$ cat src/rtl/alu_status_unit.sv
module alu_status_unit (
  input  logic       clk,
  input  logic       rst,
  input  logic       ext_mode,
  input  logic [7:0] op_a,
  input  logic [7:0] op_b,
  input  logic [1:0] op_sel,
  input  logic [2:0] upd_grp,
  input  logic       pd_we,
  input  logic       pd_in,
  input  logic       to_we,
  input  logic       to_in,
  output logic [8:0] result,
  output logic [7:0] status
);
  localparam int BC  = 0;
  localparam int BDC = 1;
  localparam int BZ  = 2;
  localparam int B3  = 3;
  localparam int B4  = 4;
  localparam logic [4:0] RST_VAL = 5'b11000;

  logic [4:0] st, nxt, msk, flg;
  logic [8:0] sum, dif;
  logic       is_sub, hx, f_ov;

  assign sum    = {1'b0, op_a} + {1'b0, op_b};
  assign dif    = {1'b0, op_a} - {1'b0, op_b};
  assign is_sub = (op_sel == 2'd1);

  always_comb begin
    case (op_sel)
      2'd0:    result = sum;
      2'd1:    result = dif;
      2'd2:    result = {1'b0, op_a & op_b};
      default: result = {1'b0, op_b};
    endcase
  end

  assign hx   = result[4] ^ op_a[4] ^ op_b[4];
  assign f_ov = is_sub ? ((op_a[7] & ~op_b[7] & ~result[7]) | (result[7] & ~op_a[7] & op_b[7]))
                       : ((op_a[7] == op_b[7]) && (result[7] != op_a[7]));

  assign flg[BC]  = is_sub ? ~result[8] : result[8];
  assign flg[BDC] = is_sub ? ~hx : hx;
  assign flg[BZ]  = (result[7:0] == 8'd0);
  assign flg[B3]  = f_ov;
  assign flg[B4]  = result[7];

  always_comb begin
    case (upd_grp)
      3'd1:    msk = 5'b00100;
      3'd2:    msk = 5'b00001;
      3'd3:    msk = 5'b10100;
      3'd4:    msk = 5'b10101;
      3'd5:    msk = 5'b00111;
      3'd6:    msk = 5'b11111;
      default: msk = 5'b00000;
    endcase
    if (!ext_mode) msk[B4:B3] = 2'b00;
    nxt = (st & ~msk) | (flg & msk);
    if (pd_we) nxt[B3] = pd_in;
    if (to_we) nxt[B4] = to_in;
  end

  always_ff @(posedge clk) begin
    if (rst) st <= RST_VAL;
    else     st <= nxt;
  end

  assign status = {3'b000, st};


  reset_value_chk: assert property (@(posedge clk) disable iff (rst)
    $fell(rst) |-> (st == RST_VAL));


  idle_hold_chk: assert property (@(posedge clk) disable iff (rst)
    ((upd_grp == 3'd0 || upd_grp == 3'd7) && !pd_we && !to_we) |=> $stable(status));


  zero_flag_chk: assert property (@(posedge clk) disable iff (rst)
    (upd_grp == 3'd1 || upd_grp == 3'd6) |=> (status[BZ] == ($past(result[7:0]) == 8'd0)));


  sub_carry_chk: assert property (@(posedge clk) disable iff (rst)
    (is_sub && upd_grp == 3'd2) |=> (status[BC] == !$past(result[8])));


  classic_keep_chk: assert property (@(posedge clk) disable iff (rst)
    (!ext_mode && !pd_we && !to_we) |=> $stable(status[B4:B3]));


  pd_write_chk: assert property (@(posedge clk) disable iff (rst)
    pd_we |=> (status[B3] == $past(pd_in)));


  upper_zero_chk: assert property (@(posedge clk) disable iff (rst)
    status[7:5] == 3'b000);
endmodule

$ cat config.mk
export PLATFORM = sky130hd
export DESIGN_NAME = alu_status_unit
export DESIGN_NICKNAME = d
export VERILOG_FILES = /design/src/rtl/alu_status_unit.sv
export SDC_FILE = /design/constraint.sdc
export NUM_CORES = 1
export LEC_CHECK = 0
export ABC_AREA = 1
export CORE_MARGIN = 5
export CORE_UTILIZATION = 45
export CTS_CLUSTER_SIZE = 40
export DETAILED_ROUTE_END_ITERATION = 16
export MAX_ROUTING_LAYER = met4
export PLACE_DENSITY = 0.91
export SETUP_SLACK_MARGIN = 0.4
export SYNTH_ARGS = -nofsm -noshare
export SYNTH_HDL_FRONTEND = slang
export SYNTH_SLANG_ARGS = --single-unit
$ cat constraint.sdc
create_clock -name clk -period 4.11 [get_ports clk]
set_input_delay 0.6165 -clock clk [delete_from_list [all_inputs] [get_ports clk]]
set_output_delay 0.6165 -clock clk [all_outputs]
set_load 0.03 [all_outputs]
* Yosys cells after proc, flatten, opt, wreduce, memory -nomap -nowiden
Index checks and enable logic that the tools add are counted.
Operators by class: add/subtract/negate cells 2, reductions and logical operators 3, shift-type cells 0, $lt $le $gt $ge 0, multipliers 0, bitwise logic cells 17, eq/ne operators 10, divide/modulo/power cells 0, multiplexer cells 8
Operator list (count):
- case mux 5 bit (6 select lines) | 1
- case mux 9 bit (3 select lines) | 1
- AND 5 bit | 2
- adder 8 x 8 -> 9 bit | 1
- equality test 3 bit (second input constant) | 3
- subtractor 8 x 8 -> 9 bit | 1
- AND 8 bit | 1
- zero test 8 bit | 1
- equality test 3 x 2 -> 1 bit (second input constant) | 2
- 2-to-1 mux 1 bit | 5
- NOT 1 bit | 5
- NOT 5 bit | 1
- OR 5 bit | 1
- AND 1 bit | 4
- equality test 3 x 1 -> 1 bit (second input constant) | 1
- equality test 2 x 1 -> 1 bit (second input constant) | 1
- equality test 2 bit (second input constant) | 1
- zero test 2 bit | 1
- 2-to-1 mux 2 bit | 1
- XOR 1 bit | 2
- equality test 1 bit | 1
- logical AND 1 bit | 1
- != test 1 bit | 1
- OR 1 bit | 1
Storage, ports and cells: memories 0, bits in registers 5, logic and storage cells 41, latch bits 0, ROM bits 0, bits of input ports 28, bits in writable memories 0, output and inout bits 17

* Longest topological paths before layout
word-level depth 9, mapped depth 22, mapped depth without buffers 22

* Worst setup path before layout
No wires, ideal clock.
path kind input to output, from input port op_sel[1], to output port result[2], buffers on the path 1, required time 3.493 ns, setup slack 1.012 ns, stages on the path 8, arrival 2.481 ns, cell sequence buf_6 > nor2_4 > inv_4 > nand2_1 > o21ai_0 > fa_1 > xor2_1 > o21ai_0
Between the ends: longest elaborated chain between the ends 2, elaborated cells between the ends (all ways) 4, classes of those cells eq/ne (2); mux (1); reduce/logical (1)
RTL lines:
- start: declaration | RTL line 7 | input logic [1:0] op_sel,
- equality test 2 bit, or another cell as far along | RTL line 32 | case (op_sel)
- case mux 9 bit (3 select lines) * | RTL line 32
- end: declaration | RTL line 13 | output logic [8:0] result,
Every way passes the cells marked *; elsewhere a longest branch is shown, timed or not.

* Worst setup path in the final report
from input port op_sel[0], to output port result[8]
The elaborated chain is that of the path after synthesis.

==> flow_summary_export.csv <==
group,metric,value,unit
floorplanning,ios,45,
power,totalPowerFinal,0.399,mW
sta,timing.setup.tns,0,ns
floorplanning,die_area,3890,um^2
global_routing,grt_usage,0.177,
logic_synthesis,netlist_area,1230,um^2
critical_path,cp_max_fo,8,
clock_network,tritoncts,"built",
sta,min_period,3.56,ns
final_layout,postLayoutCoreUtil,0.643,
critical_path,critPathCaptureType,"primary output",
global_routing,grt_pass1_wl,5.73,mm
global_routing,grt_pass1_vias,1379,
power,ir_worst_vdd,0.000230,V
critical_path,critPathArrivalTime,2.94,ns
floorplanning,row_count,19,
status,status,"completed",
route,via_per_inst,5.18,
placed_design,placed_area,1670,um^2
logic_synthesis,yosys_warnings,0,
placed_design,hpwl,2.79,mm
logic_synthesis,postSynthCellCount,214,
logic_synthesis,avgSynthCellArea,5.76,um^2
final_layout,final_area,1730,um^2
clock_network,numCtsBuffers,3,
power,p_leak,0.949,nW
final_layout,fin_cells,294,
sta,setup_ws,0.551,ns
final_layout,regArea,100,um^2
sta,period_share,0.866,
clock_network,hold_buffers,0,
final_layout,drive_gt1_frac,0.133,
sta,hold_viol_final,0,
global_routing,antenna_found_initial,0,
clock_network,cts_sinks,5,
floorplanning,initial_core_util,0.459,
critical_path,critPathRequiredTime,3.49,ns
power,power.density,231,nW/um^2
clock_network,clock_latency,0.24,ns
floorplanning,core,2690,um^2
min_path,worstHoldPathType,"register to register",
sta,slew_violations,0,
route,drc,0,
critical_path,crit_path_start_kind,"input pin",
final_layout,areaGrowthSynthToFinish,40.1,%
logic_synthesis,synth_cell_types,32,
floorplanning,die_w,62.4,um
placed_design,io_buffers,41,
sta,final-setup-viol-count,0,
job,maxCapViolCount,0,
final_layout,final_cell_mix,"nand2_1, inv_1, clkdlybuf4s50_1",
sta,fmax,0.281,GHz
route,vias,1523,
sta,hold_ws,0.514,ns
final_layout,fin_nets,306,
placed_design,dp_cells,287,
global_routing,grt_start_max_net_pins,14,
floorplanning,dieHeight,62.4,um
route,wl_per_cell,12.2,um
final_layout,final_common_cell,"nand2_1",
clock_network,cts_buffer_depth,2,
logic_synthesis,seq_area_frac_synth,0.0811,
critical_path,critical_path_class,"input pin to primary output",
placed_design,gp_congestion,0.867,
sta,rsz0062_at_grt,"true",
route,dr.pass1.iters,4,
clock_network,h-tree-depth,1,
route,routed_wl,3.59,mm
route,ant_nets,0,
clock_network,path_clk_slew,0.04,ns
placed_design,preCtsSetupSlack,0.0974,ns
final_layout,n_antenna_cell,0,
clock_network,cts_root_buffer,"clkbuf_4",
global_routing,grt_overflow,0,
sta,worst_clock_skew,0,ns
logic_synthesis,ys_ff_latch,5,
final_layout,multiInputGateArea,931,um^2
route,drtIter0Drc,60,
final_layout,fillers,228,
[logic make-up after synthesis]
| logic type | synth area share |
|---|---|
| buffers and inverters | 0.186 |
| AO/OA/AOI/OAI | 0.132 |
| other | 0.00304 |
| AND/OR/NAND/NOR | 0.379 |
| flip-flops | 0.0811 |
| XOR/XNOR | 0.0710 |
| adder cells (fa/ha/maj) | 0.148 |
[path summary, 6_finish.rpt]
check	endpoint	from	slack [ns]	cells after the start
max	result[8]	op_sel[0]	0.55	16
min	register	register	0.51	2
max reg2reg	register	register	3.29	2
min reg2reg	register	register	0.51	2
[repair_timing]
action	4_1_cts	5_1_grt
buffers inserted	1	2
resized for setup	9	17
pin swaps	1	6
setup endpoints to repair	7	8
endpoints found under the hold margin	0	0
[report_power, final]
part | total, mW | internal (mW) | leakage, nW | switching, mW
logic | 0.286 | 0.116 | 0.892 | 0.170
registers | 0.0543 | 0.0523 | 0.0413 | 0.00196
clock network | 0.0586 | 0.0368 | 0.0150 | 0.0218
total | 0.399 | 0.205 | 0.949 | 0.194
[synth_stat cells]
| master | instances | share of area |
|---|---|---|
| a21oi_1 | 10 | 0.041 |
| a21oi_2 | 1 | 0.0071 |
| a221oi_1 | 1 | 0.0071 |
| a31oi_1 | 1 | 0.0051 |
| and3_1 | 1 | 0.0051 |
| buf_4 | 3 | 0.018 |
| buf_6 | 2 | 0.018 |
| conb_1 | 1 | 0.0030 |
| dfxtp_1 | 5 | 0.081 |
| fa_1 | 1 | 0.016 |
| ha_1 | 13 | 0.13 |
| inv_1 | 43 | 0.13 |
| inv_2 | 2 | 0.0061 |
| inv_4 | 1 | 0.0051 |
| inv_6 | 1 | 0.0071 |
| nand2_1 | 57 | 0.17 |
| nand2_2 | 1 | 0.0051 |
| nand3_1 | 16 | 0.065 |
| nand3_2 | 1 | 0.0081 |
| nand3b_1 | 4 | 0.024 |
| nand4_1 | 4 | 0.020 |
| nor2_1 | 16 | 0.049 |
| nor2_2 | 2 | 0.010 |
| nor2_4 | 1 | 0.0091 |
| nor3b_2 | 1 | 0.010 |
| o211ai_1 | 1 | 0.0061 |
| o21ai_0 | 9 | 0.037 |
| o21ai_1 | 1 | 0.0041 |
| o22ai_1 | 3 | 0.015 |
| o22ai_2 | 1 | 0.010 |
| xnor2_1 | 5 | 0.035 |
| xor2_1 | 5 | 0.035 |
[worst max-delay path: stages]
cell	delay, ns
clkdlybuf4s50_1	0.49
inv_2	0.06
nor2_4	0.11
inv_4	0.07
nand2_1	0.09
xnor2_1	0.14
inv_1	0.06
ha_1	0.36
a21oi_1	0.21
nand2_1	0.10
nand4_1	0.08
nand3_1	0.12
nand2_1	0.09
nand2_1	0.06
nor2_2	0.11
buf_4	0.17
[layer usage]
layer  vias up  track usage  share of wire
met1       687        0.217           0.41
met3        10       0.0234          0.054
met2        55        0.306           0.51
met4         0       0.0398          0.031
met5         -            -              0
li1        771            -              -
[area by class of cell]
type / instances / area share
Clock buffer: 4 / 0.0152
Inverter: 47 / 0.106
Multi-Input combinational cell: 159 / 0.539
Sequential cell: 5 / 0.0579
Tap cell: 31 / 0.0224
Timing Repair Buffer: 48 / 0.259
(Power assumes the default switching activity.)
